## src/rtl/sercal_pkg.sv

```systemverilog
package sercal_pkg;

  localparam int RAM_BYTES = 32;

  typedef enum logic [2:0] {
    K_NONE,
    K_RAM_RD,
    K_RAM_WR,
    K_TIME,
    K_STAT,
    K_CTRL,
    K_FLAG_CLR
  } cmd_kind_e;

  // Sort a command byte into the kind of access it requests.
  function automatic cmd_kind_e classify(input logic [7:0] c);
    if (c <= 8'h1F) return K_RAM_RD;
    if (c >= 8'h80 && c <= 8'h9F) return K_RAM_WR;
    if (c[7:4] == 4'h2) return K_TIME;
    if (c == 8'h30) return K_STAT;
    if (c == 8'h31) return K_CTRL;
    if (c == 8'hB1) return K_FLAG_CLR;
    return K_NONE;
  endfunction

  function automatic logic is_read_kind(input cmd_kind_e k);
    return (k == K_RAM_RD) || (k == K_TIME) || (k == K_STAT) || (k == K_CTRL);
  endfunction

  // Binary 0..99 into two packed BCD digits.
  function automatic logic [7:0] to_bcd(input logic [6:0] v);
    logic [6:0] tens;
    logic [6:0] ones;
    tens = v / 7'd10;
    ones = v % 7'd10;
    return {tens[3:0], ones[3:0]};
  endfunction

  // Default RAM image: byte i = (i*17 mod 256) ^ 0xA5.
  function automatic logic [RAM_BYTES*8-1:0] default_image();
    logic [RAM_BYTES*8-1:0] img;
    for (int i = 0; i < RAM_BYTES; i++) begin
      img[i*8 +: 8] = 8'(i * 17) ^ 8'hA5;
    end
    return img;
  endfunction

endpackage

```

## src/rtl/sercal_shift.sv

```systemverilog
module sercal_shift #(
  parameter int FRAME_BITS = 16,
  localparam int HALF = FRAME_BITS / 2,
  localparam int CW   = $clog2(FRAME_BITS + 1)
) (
  input  logic            clk,
  input  logic            rst_n,
  input  logic            ser_en,
  input  logic            ser_clk,
  input  logic            ser_din,
  output logic [CW-1:0]   bit_cnt,
  output logic [HALF-1:0] cmd,
  output logic            take,
  output logic            frame_done,
  output logic [HALF-1:0] data_final
);

  logic            sclk_q;
  logic [CW-1:0]   cnt_q;
  logic [HALF-1:0] cmd_q;
  logic [HALF-1:0] dat_q;
  logic            edge_fall;

  assign edge_fall  = sclk_q & ~ser_clk;
  assign take       = ser_en & edge_fall & (cnt_q < CW'(FRAME_BITS));
  assign frame_done = take & (cnt_q == CW'(FRAME_BITS - 1));
  assign data_final = {dat_q[HALF-2:0], ser_din};
  assign bit_cnt    = cnt_q;
  assign cmd        = cmd_q;

  always_ff @(posedge clk) begin
    if (!rst_n) begin
      sclk_q <= 1'b0;
      cnt_q  <= '0;
      cmd_q  <= '0;
      dat_q  <= '0;
    end else begin
      sclk_q <= ser_clk;
      if (!ser_en) begin
        cnt_q <= '0;
        cmd_q <= '0;
        dat_q <= '0;
      end else if (take) begin
        cnt_q <= cnt_q + 1'b1;
        if (cnt_q < CW'(HALF)) cmd_q <= {cmd_q[HALF-2:0], ser_din};
        else                   dat_q <= data_final;
      end
    end
  end

  // counter never runs past the frame length
  p_cnt_bound_r10: assert property (@(posedge clk) disable iff (!rst_n)
    cnt_q <= CW'(FRAME_BITS));

  // a full frame stays full while enable holds
  p_cnt_sat_r10: assert property (@(posedge clk) disable iff (!rst_n)
    (ser_en && cnt_q == CW'(FRAME_BITS)) |=> cnt_q == CW'(FRAME_BITS));

  // command byte is frozen once the data half begins
  p_cmd_hold_r1: assert property (@(posedge clk) disable iff (!rst_n)
    (ser_en && cnt_q >= CW'(HALF)) |=> $stable(cmd_q));

  // enable low clears the frame state
  p_abort_r2: assert property (@(posedge clk) disable iff (!rst_n)
    !ser_en |=> (cnt_q == '0 && cmd_q == '0 && dat_q == '0));

endmodule

```

## src/rtl/sercal_nvram.sv

```systemverilog
module sercal_nvram #(
  parameter int DEPTH = 32,
  parameter logic [DEPTH*8-1:0] IMAGE = '0,
  localparam int AW = $clog2(DEPTH)
) (
  input  logic          clk,
  input  logic          rst_n,
  input  logic          wr_en,
  input  logic [AW-1:0] wr_addr,
  input  logic [7:0]    wr_data,
  input  logic [AW-1:0] rd_addr,
  output logic [7:0]    rd_data
);

  logic [7:0] mem [DEPTH];

  always_ff @(posedge clk) begin
    if (!rst_n) begin
      for (int i = 0; i < DEPTH; i++) mem[i] <= IMAGE[i*8 +: 8];
    end else if (wr_en) begin
      mem[wr_addr] <= wr_data;
    end
  end

  assign rd_data = mem[rd_addr];

endmodule

```

## src/rtl/sercal_timeregs.sv

```systemverilog
module sercal_timeregs
  import sercal_pkg::*;
#(
  parameter int TIME_W = 7
) (
  input  logic              clk,
  input  logic              rst_n,
  input  logic              load,
  input  logic [TIME_W-1:0] sec,
  input  logic [TIME_W-1:0] min,
  input  logic [TIME_W-1:0] hour,
  input  logic [TIME_W-1:0] day,
  input  logic [TIME_W-1:0] mon,
  input  logic [TIME_W-1:0] year,
  input  logic [3:0]        sel,
  output logic [7:0]        q
);

  logic [7:0] b_sec, b_min, b_hour, b_day, b_mon, b_year;

  always_ff @(posedge clk) begin
    if (!rst_n) begin
      b_sec  <= '0;
      b_min  <= '0;
      b_hour <= '0;
      b_day  <= '0;
      b_mon  <= '0;
      b_year <= '0;
    end else if (load) begin
      b_sec  <= to_bcd(7'(sec));
      b_min  <= to_bcd(7'(min));
      b_hour <= to_bcd(7'(hour));
      b_day  <= to_bcd(7'(day));
      b_mon  <= to_bcd(7'(mon));
      b_year <= to_bcd(7'(year));
    end
  end

  always_comb begin
    case (sel)
      4'h0:    q = b_sec;
      4'h1:    q = b_min;
      4'h2:    q = b_hour;
      4'h4:    q = b_day;
      4'h5:    q = b_mon;
      4'h6:    q = b_year;
      default: q = 8'h00;
    endcase
  end

  // captured time only moves on a load strobe
  p_time_hold_r7: assert property (@(posedge clk) disable iff (!rst_n)
    !load |=> $stable(b_sec) && $stable(b_year));

endmodule

```

## src/rtl/sercal_top.sv

```systemverilog
module sercal_top
  import sercal_pkg::*;
#(
  parameter int TIME_W = 7,
  parameter logic [7:0] STATUS_INIT = 8'h90,
  parameter logic [7:0] CTRL_INIT   = 8'h24,
  parameter logic [RAM_BYTES*8-1:0] RAM_INIT = default_image(),
  localparam int FRAME_BITS = 16,
  localparam int CW = $clog2(FRAME_BITS + 1),
  localparam int AW = $clog2(RAM_BYTES)
) (
  input  logic              clk,
  input  logic              rst_n,
  input  logic              ser_en,
  input  logic              ser_clk,
  input  logic              ser_din,
  output logic              ser_dout,
  output logic              ser_dout_oe,
  input  logic              time_load,
  input  logic [TIME_W-1:0] t_sec,
  input  logic [TIME_W-1:0] t_min,
  input  logic [TIME_W-1:0] t_hour,
  input  logic [TIME_W-1:0] t_day,
  input  logic [TIME_W-1:0] t_mon,
  input  logic [TIME_W-1:0] t_year,
  input  logic              pf_event,
  output logic              pf_irq
);

  localparam logic [7:0] PF_BITS = 8'h18;
  localparam logic [7:0] PF_SET  = 8'h08;

  logic [CW-1:0] bit_cnt;
  logic [7:0]    cmd;
  logic          take;
  logic          frame_done;
  logic [7:0]    data_final;
  cmd_kind_e     kind;
  logic [7:0]    ram_q;
  logic [7:0]    time_q;
  logic [7:0]    rd_byte;
  logic [7:0]    status_q;
  logic          pf_q;
  logic          dout_q;
  logic          oe_q;

  // named events for the checks below
  logic in_data_phase;
  logic bit_out_evt;
  logic ram_wr_hit;
  logic clr_hit;

  sercal_shift #(.FRAME_BITS(FRAME_BITS)) u_shift (
    .clk        (clk),
    .rst_n      (rst_n),
    .ser_en     (ser_en),
    .ser_clk    (ser_clk),
    .ser_din    (ser_din),
    .bit_cnt    (bit_cnt),
    .cmd        (cmd),
    .take       (take),
    .frame_done (frame_done),
    .data_final (data_final)
  );

  assign kind          = classify(cmd);
  assign in_data_phase = (bit_cnt >= CW'(FRAME_BITS / 2)) && (bit_cnt < CW'(FRAME_BITS));
  assign bit_out_evt   = take && in_data_phase && is_read_kind(kind);
  assign ram_wr_hit    = frame_done && (kind == K_RAM_WR);
  assign clr_hit       = frame_done && (kind == K_FLAG_CLR) && data_final[2];

  sercal_nvram #(.DEPTH(RAM_BYTES), .IMAGE(RAM_INIT)) u_ram (
    .clk     (clk),
    .rst_n   (rst_n),
    .wr_en   (ram_wr_hit),
    .wr_addr (cmd[AW-1:0]),
    .wr_data (data_final),
    .rd_addr (cmd[AW-1:0]),
    .rd_data (ram_q)
  );

  sercal_timeregs #(.TIME_W(TIME_W)) u_time (
    .clk   (clk),
    .rst_n (rst_n),
    .load  (time_load),
    .sec   (t_sec),
    .min   (t_min),
    .hour  (t_hour),
    .day   (t_day),
    .mon   (t_mon),
    .year  (t_year),
    .sel   (cmd[3:0]),
    .q     (time_q)
  );

  always_comb begin
    case (kind)
      K_RAM_RD: rd_byte = ram_q;
      K_TIME:   rd_byte = time_q;
      K_STAT:   rd_byte = status_q;
      K_CTRL:   rd_byte = CTRL_INIT;
      default:  rd_byte = 8'h00;
    endcase
  end

  // status and power-fail flag: a new event wins over a same-cycle clear
  always_ff @(posedge clk) begin
    if (!rst_n) begin
      status_q <= STATUS_INIT;
      pf_q     <= 1'b0;
    end else begin
      if (pf_event) begin
        status_q <= (clr_hit ? (status_q & ~PF_BITS) : status_q) | PF_SET;
        pf_q     <= 1'b1;
      end else if (clr_hit) begin
        status_q <= status_q & ~PF_BITS;
        pf_q     <= 1'b0;
      end
    end
  end

  // read data return: bit 7-(p-8) after the edge of position p
  always_ff @(posedge clk) begin
    if (!rst_n) begin
      dout_q <= 1'b0;
      oe_q   <= 1'b0;
    end else if (!ser_en) begin
      dout_q <= 1'b0;
      oe_q   <= 1'b0;
    end else if (bit_out_evt) begin
      dout_q <= rd_byte[~bit_cnt[2:0]];
      oe_q   <= 1'b1;
    end
  end

  assign ser_dout    = dout_q;
  assign ser_dout_oe = oe_q;
  assign pf_irq      = pf_q;

  // pad released after enable drops
  p_oe_release_r12: assert property (@(posedge clk) disable iff (!rst_n)
    !ser_en |=> (!ser_dout_oe && !ser_dout));

  // flag only rises after an event
  p_irq_rise_r8: assert property (@(posedge clk) disable iff (!rst_n)
    $rose(pf_irq) |-> $past(pf_event));

  // flag only falls after a qualifying clear frame
  p_irq_fall_r9: assert property (@(posedge clk) disable iff (!rst_n)
    $fell(pf_irq) |-> $past(clr_hit));

  // RAM writes happen only on a completed frame
  p_wr_frame_r4: assert property (@(posedge clk) disable iff (!rst_n)
    ram_wr_hit |=> bit_cnt == CW'(FRAME_BITS));

  // read pad never driven for a non-read command
  p_oe_kind_r12: assert property (@(posedge clk) disable iff (!rst_n)
    (ser_en && bit_cnt != '0 && !is_read_kind(kind)) |-> !ser_dout_oe);

endmodule

```

## config.mk

```make
export PLATFORM = sky130hd
export DESIGN_NAME = sercal_top
export DESIGN_NICKNAME = d
export VERILOG_FILES = /design/src/rtl/sercal_pkg.sv /design/src/rtl/sercal_shift.sv /design/src/rtl/sercal_nvram.sv /design/src/rtl/sercal_timeregs.sv /design/src/rtl/sercal_top.sv
export SDC_FILE = /design/constraint.sdc
export NUM_CORES = 1
export LEC_CHECK = 0
export ABC_AREA = 1
export BUFFER_PORTS_ARGS = -buffer_cell sky130_fd_sc_hd__buf_2
export CAP_MARGIN = 5
export CORE_UTILIZATION = 56
export DETAILED_ROUTE_END_ITERATION = 10
export PLACE_DENSITY = 0.79
export SLEW_MARGIN = 20
export SYNTH_ARGS = -nofsm -noshare
export SYNTH_HDL_FRONTEND = slang
export SYNTH_SLANG_ARGS = --single-unit
export TNS_END_PERCENT = 20
```

## constraint.sdc

```tcl
create_clock -name clk -period 3.3 [get_ports clk]
set_input_delay 0.165 -clock clk [delete_from_list [all_inputs] [get_ports clk]]
set_output_delay 0.165 -clock clk [all_outputs]
set_load 0.1 [all_outputs]
```

-- Word-level counts from Yosys, hierarchy flattened
Memory sizes are Yosys's and may differ from the RTL's. A register that Yosys moved wholly into a read port is not among the register bits.
Cells that the tools add are included.
- RAM bits: 256
- memories: 1
- logic and storage cells: 126
- flip-flop bits (word level): 80
- input port bits: 49
- output and inout bits: 3
- memory list (memory ; words ; width ; rd ports ; clocked after memory_dff ; write ports ; RTL line ; text):
    u_ram.mem ; 32 ; 8 ; 1 ; 1 ; 32 ; sercal_nvram.sv:15 ; logic [7:0] mem [DEPTH];
- equality and inequality tests: 16
- reductions and logical operators: 16
- muxes and demuxes: 51
- bitwise gates (word level): 7
- div/mod/pow operators: 12
- order comparisons: 7
- $add $sub $neg: 1
- operators with widths (cell ; count):
    8-bit one-hot mux with 6 select lines ; 1
    7-bit by 4-bit divider with 7-bit output (second input constant) ; 6
    7-bit by 4-bit modulo with 7-bit output (second input constant) ; 6
    3-bit 2-to-1 mux ; 13
    8-bit one-hot mux with 4 select lines ; 1
    1-bit 2-to-1 mux ; 29
    5-bit 2-to-1 mux ; 4
    8-bit by 6-bit == test with 1-bit output (second input constant) ; 2
    4-bit by 3-bit == test with 1-bit output (second input constant) ; 3
    3-bit == test (second input constant) ; 3
    4-bit by 2-bit == test with 1-bit output (second input constant) ; 2
    8-bit == test (second input constant) ; 1
    8-bit >= comparator (second input constant) ; 1
    8-bit by 5-bit less-or-equal comparator with 1-bit output (second input constant) ; 1
    8-bit less-or-equal comparator (second input constant) ; 1
    8-bit 2-to-1 mux ; 1
    8-bit OR reduction ; 1
    1-bit logical AND ; 7
    3-bit by 2-bit == test with 1-bit output (second input constant) ; 2
    2-bit AND reduction ; 3
    5-bit by 1-bit adder with 5-bit output (second input constant) ; 1
    5-bit by 4-bit == test with 1-bit output (second input constant) ; 1
    5-bit by 4-bit >= comparator with 1-bit output (second input constant) ; 1
    5-bit by 4-bit < comparator with 1-bit output (second input constant) ; 1
    other kinds (12) ; 18

-- Logic depth before layout (Yosys ltp)
Gate-level depths: netlist (run 1).
- word-level depth: 31
- depth in mapped cells: 24
- mapped depth without buffers: 24

-- Hierarchy
Synthesis (run 1) repeated with hierarchy kept, for this count alone.
- cell total of the unflattened synthesis: 2134
- area, all modules: 17239.0 um2
- by module, submodules not included (module ; cells an instance ; sequential area each (um2) ; times used ; area an instance (um2)):
    sercal_nvram ; 1283 ; 7687.4 ; 1 ; 12107.9
    sercal_timeregs ; 616 ; 960.9 ; 1 ; 3656.0
    sercal_shift ; 145 ; 420.4 ; 1 ; 963.4
    sercal_top ; 90 ; 80.1 ; 1 ; 511.7

-- Worst setup path after synthesis (run 1)
OpenSTA, ideal clock, no wires.
- kind: flip-flop to flip-flop
- from: register u_shift.cnt_q[0] (netlist: u_shift.bit_cnt[0])
- to: memory u_ram.mem[3][0] (enable)
- library setup time: 0.329 ns
- setup slack: 0.897 ns
- arrival: 2.074 ns
- cell stages (with the launch flop): 13
- data required time: 2.971 ns
- path buffers: 0
- clock period less this slack: 2.403 ns
- path through: dfxtp_1 > ha_1 > inv_1 > nor3_1 > ha_1 > nand2_1 > nor3_2 > nand3_2 > nor3_4 > inv_6 > nor2_8 > inv_2 > nand2_1
- RTL lines (element ; RTL line ; text):
    start: declaration ; sercal_shift.sv:19 ; logic [CW-1:0] cnt_q;
    start signal: assignment ; sercal_shift.sv:44 ; cnt_q <= cnt_q + 1'b1;
    end: declaration ; sercal_nvram.sv:15 ;

==> flow_summary.ini, run 1 <==
[routing]
vias_per_cell = 5.74
first_pass_iters = 6
wl_per_cell_um = 17.8
finalWirelength_um = 43900
drtIter0Drc = 1590
ant_nets = 0
num_vias = 14100
route.detailed.drc = 0

[placement]
dpl_cell_area_sq_um = 17400
dp_cells = 2385
portBuffers = 51
dpl.hpwl_um = 29500
gp_congestion = 0.991

[synthesis]
yosysWarningCount = 0
yosysTopAreaCell = edfxtp_1
synthesis.nets = 2081
synth_edf_count = 256
seq_area_frac_synth = 0.548
netlist_instances = 2022
ys_async_sr_fraction = 0
synth_area_sq_um = 16900
synth_seq_cells = 334
yosys-top-cells-count = nand2_1 (617), edfxtp_1 (256), nand3_1 (226)
synth.most_common_cell = nand2_1
avgSynthCellArea_sq_um = 8.35
synth_cell_types = 46
synth_top_area_share = 0.455
yosys-top-cells-area = edfxtp_1 (46%), nand2_1 (14%), dfxtp_1 (9.2%)
synth_ff_type = edfxtp_1

[power_and_ir_drop]
peakVddDrop_mv = 0.340
power.leakage_nw = 7.50
powerDensity_nw_per_um2 = 511

[setup_path]
slowest_delay_ns = 0.47
critPathLaunch = u_shift.bit_cnt[0]$_SDFFE_PN0P_
cp-start-kind = flop
cp-end-kind = flop
crit_path_top_delay_cell = dfxtp_1
cp.arrival_ns = 3.06
crit_fanout = 8
worstSetupPathType = reg -> reg
critical_path_required_ns = 3.48
reg2reg_from = u_shift.bit_cnt[0]$_SDFFE_PN0P_
crit_chain = ha_1, inv_1, nor3_1, ha_1, nand2_1, nor3_2, nand3_2, nor2_1, inv_2, nor2_2, inv_1, nand2_1

[sta]
rsz0062_at_grt = no
skew_ns = 0.0123
fin_crit_ns = 2.88
max_freq_mhz = 347
slew_violations = 0
finalHoldViolCount = 0
relSlewSlack = 0.300
setup_violations = 0
worst_slew_pin_slew_ns = 1.05
post-route-period-util = 0.872
setup_tns_ns = 0

[grt]
grt_first_pass_wirelength_um = 69200
grt_max_degree = 79
grt_pass1_vias = 13400
grt.overflow.total = 0
antenna_found_initial = 0
grt_usage = 0.289

[cts]
htreeDepth = 2
numCtsBuffers = 36
insertion_delay_ns = 0.51
clock_sinks = 334
path_clk_slew_ns = 0.06
cts.repair.resized = 0
root_buffer = clkbuf_16
cts_tree = yes
cts_buffer_depth = 3

[cells_and_area]
drive_gt1_frac = 0.110
final_area_sq_um = 18700
syn_to_final_growth_pct = 10.9
diodes = 0
layoutNonFillerInstCount = 2460
final_nets = 2104

[run_status]
status = finished, final reports clean

[die]
rows = 63
die_h_um = 176
fp.dieArea_sq_um = 30800
coreArea_sq_um = 29600
initial_core_util = 0.570
io_pins = 52
die_x_um = 176

[job]
maxCapViolations = 0

[hold_path]
hp-start = t_year[0]
min_path_type = in -> reg
[final cells by class]
type	count	area [sq um]
timing repair buffer	85	591
multi-input combinational	1391	6490
sequential	334	9250
clock buffer	44	962
inverter	197	746
tap	390	488
clock inverter	19	194
fill	2530	10900
[power by group]
group | switching (mW) | internal, mW
Clock | 1.61 | 2.38
Combinational | 0.541 | 0.251
Sequential | 0.0812 | 4.70
Total | 2.24 | 7.33
[per-layer routing]
metal | vias to the layer above | share of wire | track usage | wire, um
met5 | - | 0 | 0 | 0
met4 | 0 | 0.042 | 0.119 | 1860
met3 | 140 | 0.095 | 0.0498 | 4180
met2 | 724 | 0.47 | 0.477 | 20500
met1 | 6501 | 0.39 | 0.378 | 17300
li1 | 6758 | - | - | -
[path summary, 6_finish.rpt]
path / to / slack (ns) / cells after the start
worst max-delay path: u_ram.mem[21][5]$_SDFFCE_PN0P_ / 0.42 / 12
worst min-delay path: u_time.b_year[0]$_SDFFE_PN0P_ / 0.02 / 3
worst max register to register: u_ram.mem[21][5]$_SDFFCE_PN0P_ / 0.42 / 12
worst min register to register: u_time.b_year[0]$_SDFFE_PN0P_ / 0.46 / 2
[worst max-delay path, delay by kind of cell (launching register included)]
family | cells | cell delay, ns
buf+inv | 3 | 0.38
flops | 1 | 0.47
simple gates | 7 | 1.24
fa+ha+maj | 2 | 0.44
[cell usage in the layout (no fill, tap or decap), types with 4 or more instances in the layout]
| master | netlist | final |
|---|---|---|
| nand2_1 | 617 | 617 |
| edfxtp_1 | 256 | 256 |
| nand3_1 | 226 | 226 |
| nor2_1 | 184 | 184 |
| inv_1 | 157 | 149 |
| a21oi_1 | 127 | 127 |
| dfxtp_1 | 78 | 76 |
| o21ai_0 | 74 | 74 |
| buf_2 | 18 | 51 |
| inv_2 | 36 | 38 |
| clkbuf_16 | 0 | 37 |
| nor2_2 | 26 | 26 |
| a22oi_1 | 21 | 21 |
| buf_4 | 0 | 18 |
| clkinv_1 | 3 | 15 |
| nor2_4 | 14 | 14 |
| nand4_1 | 14 | 14 |
| dlygate4sd3_1 | 0 | 12 |
| o22ai_1 | 10 | 10 |
| ha_1 | 10 | 10 |
| o21ai_1 | 9 | 9 |
| nor3_1 | 9 | 9 |
| nor2_8 | 7 | 7 |
| clkinv_2 | 0 | 7 |
| clkbuf_1 | 77 | 6 |
| o21ai_2 | 5 | 5 |
| xor2_1 | 4 | 4 |
| nand3b_1 | 4 | 4 |
| bufinv_16 | 0 | 4 |
| buf_12 | 0 | 4 |
[cell families after synthesis]
family,count (synthesis),synth area share
flip-flops,334,0.548
XOR/XNOR,4,0.00207
AO/OA/AOI/OAI,263,0.0857
adder cells (fa/ha/maj),10,0.00741
AND/OR/NAND/NOR,1114,0.289
buffers and inverters,297,0.0677
[repair_timing]
action                    in CTS  in global routing
hold endpoints to repair      10                  0
setup buffers                  0                  0
hold buffers                  12                  0
[sequential cells by signal, summed over array words and instances (netlist names), named ones only]
name             count
u_time.b_mon         8
u_time.b_year        8
u_time.b_day         8
ser_dout             1
u_time.b_hour        8
u_shift.sclk_q       1
u_shift.dat_q        7
status_q             2
ser_dout_oe          1
u_shift.bit_cnt      5
u_shift.cmd          8
u_time.b_min         8
u_ram.mem          256
u_time.b_sec         8
[stage by stage]
step	utilization	setup WS, ns	total power, mW	hold WS [ns]
2_1_floorplan	-	0.897	5.39	0.258
3_3_place_gp	0.589	0.549	5.60	0.381
3_5_place_dp	0.589	0.523	5.63	0.394
4_1_cts	0.632	0.495	9.56	0.0179
5_1_grt	0.632	0.209	9.86	0.0350
6_report	0.632	0.421	9.57	0.0154
No activity file was read; power rests on OpenSTA's default activity.
==> run 2: changes to the inputs <==
- REMOVE_ABC_BUFFERS: unset -> 1
==> run 2 against run 1 <==
Against the previous run: hold slack got worse by 0.0022 ns; die area unchanged; sequential cell count unchanged.
==> flow_summary.ini, run 2 (synthesis results as in run 1) <==
[cts]
cts_buffer_depth = 3
cts_tree = yes
numCtsBuffers = 35
insertion_delay_ns = 0.52
post_cts_buffers = 0
cts.repair.resized = 0
htreeDepth = 2
clock_sinks = 334
root_buffer = clkbuf_16
path_clk_slew_ns = 0.06

[sta]
slew_violations = 0
finalHoldViolCount = 0
post-route-period-util = 0.855
setup_ws_ns = 0.480
max_freq_mhz = 355
rsz0062_at_grt = no
setup_violations = 0
skew_ns = 0.0145
fin_crit_ns = 2.82
whs_ns = 0.0132
worst_slew_pin_slew_ns = 1.02
relSlewSlack = 0.321

[cells_and_area]
drive_gt1_frac = 0.113
final_nets = 2101
ff_latch_area_sq_um = 9250
largest_reg_flops = 256
fillerInstances = 2407
multi_input_comb_area_sq_um = 6490
final_area_sq_um = 18700
syn_to_final_growth_pct = 10.8
regMostFlops = u_ram.mem
final_common_cell = nand2_1
layout_common_cells = nand2_1 (617), edfxtp_1 (256), nand3_1 (226)

[placement]
dpl_cell_area_sq_um = 17400
gp_congestion = 0.930
pre_cts_ws_ns = 0.519
dpl.hpwl_um = 28500
portBuffers = 51

[die]
initial_core_util = 0.570
io_pins = 52
coreArea_sq_um = 29600
fp.dieArea_sq_um = 30800
die_x_um = 176
die_h_um = 176
rows = 63

[setup_path]
critical_path_required_ns = 3.48
crit_path_top_delay_cell = dfxtp_1
cp-end-kind = flop
crit_fanout = 8
cp-start-kind = flop
crit_buf_inv = 3
worstSetupPathType = reg -> reg
slowest_delay_ns = 0.48
crit_chain = ha_1, inv_1, nor3_1, ha_1, nand2_1, nor3_2, nand3_2, inv_2, nand2_4, nor2_2, inv_2, nand2_1
crit_family = simple AND/OR/NAND/NOR gates
cp.arrival_ns = 3.00

[routing]
vias_per_cell = 5.76
first_pass_iters = 6
drtIter0Drc = 1611
finalWirelength_um = 43200
ant_nets = 0
route.detailed.drc = 0
num_vias = 14200
wl_per_cell_um = 17.6

[job]
maxCapViolations = 0

[power_and_ir_drop]
powerDensity_nw_per_um2 = 508
power.leakage_nw = 7.49
power_mw = 9.51
peakVddDrop_mv = 0.290

[grt]
grt.overflow.total = 0
antenna_found_initial = 2
grt_usage = 0.282
grt_max_degree = 129
grt_pass1_vias = 13300
grt_first_pass_wirelength_um = 67400

[run_status]
status = finished, final reports clean

[hold_path]
min_path_type = in -> reg
## run 2: path summary, 6_finish.rpt
check,startpoint,end,slack (ns),depth (start not counted)
max,u_shift.bit_cnt[0]$_SDFFE_PN0P_,u_ram.mem[26][3]$_SDFFCE_PN1P_,0.48,12
min reg2reg,status_q[4]$_SDFFE_PN1P_,status_q[4]$_SDFFE_PN1P_,0.45,2
max reg2reg,u_shift.bit_cnt[0]$_SDFFE_PN0P_,u_ram.mem[26][3]$_SDFFCE_PN1P_,0.48,12
min,t_year[6],u_time.b_year[7]$_SDFFE_PN0P_,0.01,3
## run 2: power breakdown
group | internal (mW) | leakage [nW] | switching (mW)
Combinational | 0.252 | 3.94 | 0.540
Sequential | 4.70 | 2.98 | 0.0745
Clock | 2.34 | 0.563 | 1.60
Total | 7.29 | 7.49 | 2.22
## run 2: what timing repair did
item | CTS | global route
endpoints found under the setup margin | 0 | 0
endpoints found under the hold margin | 10 | 0
hold buffers | 11 | 0
## run 2: through the flow
step / util / TNS [ns] / std cells
final: 0.631 / 0 / 2457
after global routing: 0.631 / 0 / 2456
after CTS: 0.631 / 0 / 2456
after detailed placement: 0.588 / 0 / 2384
after global placement: 0.588 / 0 / 2384
after floorplan: - / -2.59 / 1922
## run 2: tightest hold or removal path, delay by kind of cell
kind / cells / cell delay (ns)
buffers and inverters: 1 / 0.13
AOI/OAI and AO/OA: 2 / 0.18
## run 2: layout make-up
class | count | share of cell area
Multi-Input combinational cell | 1391 | 0.347
Inverter | 197 | 0.0399
Tap cell | 390 | 0.0261
Clock buffer | 44 | 0.0526
Antenna cell | 1 | 0.000134
Sequential cell | 334 | 0.495
Timing Repair Buffer | 83 | 0.0306
Clock inverter | 17 | 0.00857
## run 2: metal layers
| metal | part of all wire | routed length, um | GRT usage |
|---|---|---|---|
| met2 | 0.48 | 20700 | 0.482 |
| met1 | 0.38 | 16600 | 0.354 |
| met5 | 0 | 0 | 0 |
| met3 | 0.091 | 3920 | 0.0379 |
| met4 | 0.047 | 2030 | 0.137 |
==> run 3: changes to the inputs <==
- CORE_UTILIZATION: 56 -> 30
- CTS_CLUSTER_DIAMETER: unset -> 120
- PLACE_DENSITY: 0.79 -> 0.5
- RECOVER_POWER: unset -> 25
==> run 3 against run 2 <==
Against the previous run: the flow now finishes with violations (capacitance limit, slew limit); sequential share of layout area is 1.6 points lower; cell count up 16%; clock-buffer cell count increased by 11; hold slack lost 0.0043 ns; critical path type unchanged; global-route usage is 11 points lower; die area grew 86%; clock power up 5.8%; highest routed layer unchanged; power rose by 2.7%.
==> flow_summary.ini, run 3 (synthesis results as in run 1) <==
[run_status]
status = complete, but fails checks
violations = capacitance limit, slew limit

[setup_path]
cp-start-kind = flop
critical_path_required_ns = 3.54
crit_fanout = 8
crit_path_top_delay_cell = dfxtp_1
slowest_delay_ns = 0.45
cp.arrival_ns = 3.16
cp-end-kind = flop
reg2reg_from = u_shift.bit_cnt[0]$_SDFFE_PN0P_
worstSetupPathType = reg -> reg
crit_chain = ha_1, inv_1, nor3_1, ha_1, nand2_1, nor3_2, nand3_2, nor3_4, inv_6, nor2_1, inv_2, nand2_1
r2r_setup_slack_ns = 0.38
rr_worst_depth = 12
r2r-end = u_ram.mem[11][0]$_SDFFCE_PN0P_

[placement]
dpl_cell_area_sq_um = 17900
pre_cts_ws_ns = 0.468
gp_congestion = 0.876
dpl.hpwl_um = 32700
portBuffers = 51
dp_cells = 2748

[routing]
finalWirelength_um = 49400
vias_per_cell = 4.85
num_vias = 13800
wl_per_cell_um = 17.4
drtIter0Drc = 1186
ant_nets = 0
route.detailed.drc = 0
first_pass_iters = 5

[cells_and_area]
final_nets = 2121
final_area_sq_um = 19300
syn_to_final_growth_pct = 14.3
diodes = 0
utilization = 0.349
final_common_cell = nand2_1
layout_common_cells = nand2_1 (617), edfxtp_1 (256), nand3_1 (226)
regMostFlops = u_ram.mem
fillerInstances = 5797
layoutNonFillerInstCount = 2840
largest_reg_flops = 256
drive_gt1_frac = 0.102

[sta]
slew_violations = 56
setup_tns_ns = 0
skew_ns = 0.0246
post-route-period-util = 0.886
whs_ns = 0.00898
worst_slew_pin_slew_ns = 1.63
setup_violations = 0
setup_ws_ns = 0.378
relSlewSlack = -0.0905
finalHoldViolCount = 0
max_freq_mhz = 342
fin_crit_ns = 2.92
rsz0062_at_grt = no

[cts]
cts_buffer_depth = 3
ctsHoldBuffers = 21
cts_tree = yes
htreeDepth = 2
post_cts_buffers = 0
numCtsBuffers = 39
path_clk_slew_ns = 0.06
clock_sinks = 334
cts.repair.resized = 0
insertion_delay_ns = 0.57
root_buffer = clkbuf_16

[hold_path]
whs_endpoint = u_time.b_min[7]$_SDFFE_PN0P_
min_path_type = in -> reg
hp-start = t_min[6]
hold_path_depth = 3

[grt]
grt_max_degree = 129
grt_pass1_vias = 13400
antenna_found_initial = 0
grt.overflow.total = 0
grt_first_pass_wirelength_um = 75200
grt_usage = 0.173

[job]
maxCapViolations = 1

[power_and_ir_drop]
power_mw = 9.77
powerDensity_nw_per_um2 = 506
power.leakage_nw = 7.51
peakVddDrop_mv = 0.291

[die]
io_pins = 52
coreArea_sq_um = 55300
initial_core_util = 0.305
rows = 86
die_h_um = 239
die_x_um = 239
fp.dieArea_sq_um = 57200
==> run 3: changes by cell type in the layout (fill, tap and decap cells not counted), sizes merged <==
cell         previous run  this run
dlygate4sd3            11        21
clkbuf                 44        64
inv                   193       194
bufinv                  3         2
buf                    72        69
diode                   1         0
clkinvlp                1         0
==> run 3: critical path, delay by kind of cell (launching register included) <==
| family | cells | cell delay (ns) |
|---|---|---|
| and+or+nand+nor | 7 | 1.40 |
| buffers and inverters | 3 | 0.33 |
| adders and majority gates | 2 | 0.42 |
| DFF | 1 | 0.45 |
==> run 3: how the worst max path moves through the flow <==
stage,start,to,cells past startpoint
3_3_place_gp,u_shift.bit_cnt[0]$_SDFFE_PN0P_,u_ram.mem[21][4]$_SDFFCE_PN0P_,12
2_1_floorplan,flop,ser_dout$_SDFFE_PN0P_,15
4_1_cts,u_shift.bit_cnt[0]$_SDFFE_PN0P_,u_ram.mem[18][5]$_SDFFCE_PN0P_,12
3_5_place_dp,u_shift.bit_cnt[0]$_SDFFE_PN0P_,u_ram.mem[18][7]$_SDFFCE_PN1P_,12
5_1_grt,u_shift.bit_cnt[0]$_SDFFE_PN0P_,u_ram.mem[14][3]$_SDFFCE_PN1P_,12
6_report,u_shift.bit_cnt[0]$_SDFFE_PN0P_,u_ram.mem[11][0]$_SDFFCE_PN0P_,12
==> run 3: layout make-up <==
cell class | count | area, sq um | share of cell area
tap | 748 | 936 | 0.0485
multi-input combinational | 1391 | 6450 | 0.334
timing repair buffer | 99 | 692 | 0.0358
inverter | 197 | 746 | 0.0386
sequential | 334 | 9250 | 0.479
clock buffer | 55 | 1090 | 0.0563
clock inverter | 16 | 140 | 0.00726
==> run 3: metal layers <==
layer	GRT usage	wire, um	vias up
met5	0	0	-
met3	0.0295	2720	86
met2	0.283	22700	404
li1	-	-	6799
met4	0.0579	1390	0
met1	0.232	22500	6476
==> run 3: where the power goes <==
group | leakage, nW | switching (mW) | internal (mW)
registers | 2.98 | 0.0778 | 4.70
logic | 3.94 | 0.554 | 0.257
clock network | 0.599 | 1.72 | 2.46
